==> src/rtl/spl_pkg.sv <==
package spl_pkg;

    typedef enum logic [1:0] {
        ST_IDLE   = 2'd0,
        ST_SHIFT  = 2'd1,
        ST_COMMIT = 2'd2
    } spl_state_e;

endpackage

==> src/rtl/spl_sync.sv <==
module spl_sync #(
    parameter int          W       = 3,
    parameter logic [W-1:0] RST_VAL = '0
) (
    input  logic         clk,
    input  logic         rst_n,
    input  logic [W-1:0] d,
    output logic [W-1:0] q
);
    for (genvar i = 0; i < W; i++) begin : g_bit
        logic meta_q, stab_q;
        always_ff @(posedge clk or negedge rst_n) begin
            if (!rst_n) begin
                meta_q <= RST_VAL[i];
                stab_q <= RST_VAL[i];
            end else begin
                meta_q <= d[i];
                stab_q <= meta_q;
            end
        end
        assign q[i] = stab_q;
    end
endmodule

==> src/rtl/spl_shift.sv <==
module spl_shift #(
    parameter int WORD_W = 10
) (
    input  logic              clk,
    input  logic              rst_n,
    input  logic              shift_en,
    input  logic              launch_en,
    input  logic              sdi,
    output logic [WORD_W-1:0] word,
    output logic              sdo_bit
);
    always_ff @(posedge clk or negedge rst_n) begin
        if (!rst_n) begin
            word <= '0;
        end else if (shift_en) begin
            word <= {word[WORD_W-2:0], sdi};
        end
    end

    always_ff @(posedge clk or negedge rst_n) begin
        if (!rst_n) begin
            sdo_bit <= 1'b1;
        end else if (launch_en) begin
            sdo_bit <= word[WORD_W-1];
        end
    end
endmodule

==> src/rtl/spl_ctrl.sv <==
module spl_ctrl
    import spl_pkg::*;
(
    input  logic clk,
    input  logic rst_n,
    input  logic cs_low,
    input  logic cs_rise,
    output logic commit
);
    spl_state_e state_q, state_d;

    always_ff @(posedge clk or negedge rst_n) begin
        if (!rst_n) begin
            state_q <= ST_IDLE;
        end else begin
            state_q <= state_d;
        end
    end

    always_comb begin
        state_d = state_q;
        unique case (state_q)
            ST_IDLE:   if (cs_low)  state_d = ST_SHIFT;
            ST_SHIFT:  if (cs_rise) state_d = ST_COMMIT;
            ST_COMMIT: state_d = ST_IDLE;
            default:   state_d = ST_IDLE;
        endcase
    end

    always_comb begin
        commit = (state_q == ST_COMMIT);
    end
endmodule

==> src/rtl/spi_chan_loader.sv <==
module spi_chan_loader #(
    parameter int ADDR_W = 2,
    parameter int DATA_W = 8
) (
    input  logic              clk,
    input  logic              rst_n,
    input  logic              sclk_i,
    input  logic              csn_i,
    input  logic              sdi_i,
    output logic              sdo_pull_o,
    output logic              wr_en_o,
    output logic [ADDR_W-1:0] wr_chan_o,
    output logic [DATA_W-1:0] wr_data_o
);
    localparam int WORD_W = ADDR_W + DATA_W;

    logic [2:0] pins_raw, pins_s;
    logic       csn_s, sclk_s, sdi_s;
    logic       csn_q, sclk_q;
    logic       sclk_rise, sclk_fall, cs_rise, cs_low, shift_en;
    logic [WORD_W-1:0] word;
    logic       sdo_bit;

    assign pins_raw = {csn_i, sclk_i, sdi_i};

    spl_sync #(.W(3), .RST_VAL(3'b100)) u_sync (
        .clk   (clk),
        .rst_n (rst_n),
        .d     (pins_raw),
        .q     (pins_s)
    );

    assign csn_s  = pins_s[2];
    assign sclk_s = pins_s[1];
    assign sdi_s  = pins_s[0];

    always_ff @(posedge clk or negedge rst_n) begin
        if (!rst_n) begin
            csn_q  <= 1'b1;
            sclk_q <= 1'b0;
        end else begin
            csn_q  <= csn_s;
            sclk_q <= sclk_s;
        end
    end

    assign sclk_rise = sclk_s & ~sclk_q;
    assign sclk_fall = ~sclk_s & sclk_q;
    assign cs_rise   = csn_s & ~csn_q;
    assign cs_low    = ~csn_s;
    assign shift_en  = sclk_rise & cs_low;

    spl_shift #(.WORD_W(WORD_W)) u_shift (
        .clk       (clk),
        .rst_n     (rst_n),
        .shift_en  (shift_en),
        .launch_en (sclk_fall & cs_low),
        .sdi       (sdi_s),
        .word      (word),
        .sdo_bit   (sdo_bit)
    );

    spl_ctrl u_ctrl (
        .clk     (clk),
        .rst_n   (rst_n),
        .cs_low  (cs_low),
        .cs_rise (cs_rise),
        .commit  (wr_en_o)
    );

    assign sdo_pull_o = ~sdo_bit;
    assign wr_chan_o  = word[WORD_W-1 -: ADDR_W];
    assign wr_data_o  = word[DATA_W-1:0];
endmodule

==> config.mk <==
export PLATFORM = sky130hd
export DESIGN_NAME = spi_chan_loader
export DESIGN_NICKNAME = d
export VERILOG_FILES = /design/src/rtl/spl_pkg.sv /design/src/rtl/spl_sync.sv /design/src/rtl/spl_shift.sv /design/src/rtl/spl_ctrl.sv /design/src/rtl/spi_chan_loader.sv
export SDC_FILE = /design/constraint.sdc
export NUM_CORES = 1
export LEC_CHECK = 0
export BUFFER_PORTS_ARGS = -buffer_cell sky130_fd_sc_hd__buf_4
export CORE_ASPECT_RATIO = 1.1
export CORE_MARGIN = 2
export CORE_UTILIZATION = 49
export CTS_BUF_LIST = sky130_fd_sc_hd__clkbuf_8
export CTS_CLUSTER_DIAMETER = 50
export CTS_CLUSTER_SIZE = 8
export DETAILED_ROUTE_END_ITERATION = 16
export PLACE_DENSITY = 0.77
export RECOVER_POWER = 50
export SETUP_SLACK_MARGIN = 0.15
export SYNTH_ARGS = -nofsm -noshare
export SYNTH_HDL_FRONTEND = slang
export SYNTH_HIERARCHICAL = 1
export SYNTH_SLANG_ARGS = --single-unit
==> constraint.sdc <==
create_clock -name clk -period 1.3 [get_ports clk]
set_clock_uncertainty 0.1 [all_clocks]
set_input_delay 0.065 -clock clk [delete_from_list [all_inputs] [get_ports clk]]
set_output_delay 0.065 -clock clk [all_outputs]
set_load 0.05 [all_outputs]
==> flow_summary.toml <==
[critical_path]
crit_path_end_kind = "flip-flop"
reg2reg_from = "sclk_q"
crit_buf_inv = 1
path_delay_family = "flip-flops"
critical-path-slowest-cell = "dfrtp_1"
critPathArrivalTime_ns = 1.36
path_cells = "nor3b_4 > buf_6 > mux2_4"
cp.required_ns = 1.34
critPathMaxFanout = 5
r2r-end = "u_shift/word[4]"
start_kind = "flip-flop"
max_stage_delay_ns = 0.41
reg2reg_depth = 3
path_class = "flip-flop to flip-flop"
worstSetupStartpoint = "sclk_q"
rrSetupSlack_ns = -0.02

[synthesis]
yosysWarnings = 6
synth_top_cell_by_area = "dfrtp_1"
yosysUniqueCellTypes = 13
netlist.area_leader.share_pct = 54.4
synth_cells = 46
synth-seq-cells = 21
synthTopCellsByArea = "dfrtp_1, mux2_4, dfstp_2"
syn_area_um2 = 782
synth_fp_nets = 51
yosysSeqAreaShare_pct = 67.8
synth.avg_cell_area_um2 = 17.0

[cells_and_area]
drive_above_1_share_pct = 62.0
diodes = 0
fill_cells = 108
area_growth_pct = 34.6
layout.nets = 77

[sta]
setup_viol = 10
min_period_ns = 1.32
max_freq_mhz = 760
slew_headroom_pct = 67.4
finalCritPeriodShare_pct = 101
setup_ws_ns = -0.0157
drv_slew = 0
worstMarginPinSlew_ns = 0.488
whs_ns = 0.199
rsz0062_at_grt = "true"
finalHoldViolCount = 0

[job]
max_cap_viol_count = 0

[clocking]
cts_tree = "done"
cts_buffers = 3
cts_root_buf = "clkbuf_8"
clock_sink_count = 21
h-tree-depth = 1
clkLatencyLatePin_ns = 0.25
clk_pin_slew_ns = 0.07
cts.path.max_buffers = 2

[power]
power_frac_comb_pct = 40.5
clkPwrFrac_pct = 18.4
leakage_nw = 0.514
p_int_mw = 1.36
power.density_nw_per_um2 = 2090
p_sw_share_pct = 38.1
ir_drop_mv = 1.47
p_total_mw = 2.20
seq_power_share_pct = 41.1
switchingPower_mw = 0.839

[floorplan]
die_h_um = 45.9
initial_core_util_pct = 50.8
die_x_um = 42.1
io-pin-count = 17
row_count = 15
dieArea_um2 = 1930
core-area_um2 = 1540

[detailed_routing]
drt_first_pass_iters = 3
wire_per_inst_um = 12.5
drt_wl_total_um = 1100
ant_nets = 0
via_count = 416
via_per_inst = 4.73
post-route-drc-count = 0
first_iter_violations = 5

[hold_path]
hold_class = "primary input to async pin"

[placement]
io_buffers = 16
place.gp.congestion = 0.667

[global_route]
antenna_found_initial = 0
grt_start_max_net_pins = 22
grt_usage_pct = 13.2
grt_pass1_vias = 389
grt_first_pass_wirelength_um = 1770
overflow = 0

[outcome]
status = "finished with violations"
violations = "negative setup slack"
==> kinds of logic after synthesis <==
family	Yosys count	synth area share (%)
compound gates	1	0.960
flops	21	67.8
simple gates	7	5.28
buf+inv	6	5.28
mux	11	20.6
==> flip-flops by register name, summed over array words and instances, names as in the netlist <==
register / flops
u_shift/word: 10
u_sync/g_bit.meta_q: 3
u_sync/g_bit.stab_q: 3
u_ctrl/state_q: 2
csn_q: 1
sclk_q: 1
u_shift/sdo_bit: 1
==> layout by cell type, fill, tap and decap left out <==
cell type and count:
inv_1 1, buf_6 2, buf_4 15, clkinv_2 1
clkbuf_4 1, and2b_2 1, dfrtp_1 17, nor2_1 2
inv_2 1, clkbuf_2 1, clkbuf_8 3, nor3b_1 1
a211oi_1 1, mux2_2 1, nand2_1 1, mux2_4 10
nor3b_4 1, nor2b_4 1, dfstp_2 4, buf_8 2
dlygate4sd3_1 4
==> synth_stat cells <==
library cell	count
inv_1	2
nor3b_1	2
and2b_2	1
mux2_2	1
dfrtp_1	17
a211oi_1	1
buf_6	1
dfstp_2	4
nand2_1	1
mux2_4	10
nor2b_1	1
buf_4	3
nor2_1	2
==> metal layers <==
layer  global-route usage (%)  part of all wire [%]  vias up
li1                         -                     -      198
met1                     17.2                    45      202
met2                     19.1                    49       14
met3                     5.16                   5.6        2
met4                     7.50                   1.0        0
met5                        0                     0        -
==> worst max path at each step <==
stage | end | slack [ns] | cells after the start
after floorplan | u_shift/word[0] | -0.02 | 4
after global placement | u_shift/word[0] | 0.004 | 3
after detailed placement | u_shift/word[5] | -0.009 | 3
after CTS | u_shift/word[2] | -0.009 | 3
after global routing | u_shift/word[6] | -0.06 | 3
final | u_shift/word[4] | -0.02 | 3
==> timing repair <==
item,CTS,global route
hold endpoints to repair,24,0
pin swaps,0,1
setup buffers,2,0
endpoints found under the setup margin,13,14
gates cloned,0,1
resized for setup,4,8
hold buffers,4,0
==> layout make-up <==
| class | count | area, um2 | share of cell area [%] |
|---|---|---|---|
| sequential | 21 | 531 | 50.4 |
| multi-input combinational | 19 | 229 | 21.8 |
| timing repair buffer | 25 | 218 | 20.7 |
| clock buffer | 3 | 41.3 | 3.92 |
| tap | 17 | 21.3 | 2.02 |
| inverter | 2 | 7.51 | 0.713 |
| clock inverter | 1 | 5.00 | 0.476 |
==> power groups by stage <==
stage	combinational (mW)	clock (mW)	sequential (mW)
floorplan	0.223	0	1.30
global placement	0.847	0	0.912
detailed placement	0.857	0	0.918
CTS	0.890	0.425	0.904
global route	0.920	0.463	0.926
finish	0.892	0.406	0.905
==> stage by stage <==
step / std cells / instance area (um2) / utilization [%] / setup WS (ns) / TNS [ns]
floorplan: 46 / 791 / - / -0.0199 / -0.199
global placement: 77 / 910 / 59.1 / 0.00378 / 0
detailed placement: 77 / 910 / 59.1 / -0.00866 / -0.0501
CTS: 87 / 1030 / 66.7 / -0.00909 / -0.0414
global route: 88 / 1050 / 68.4 / -0.0621 / -0.564
finish: 88 / 1050 / 68.4 / -0.0157 / -0.107
Power figures use the tool's default switching activity.
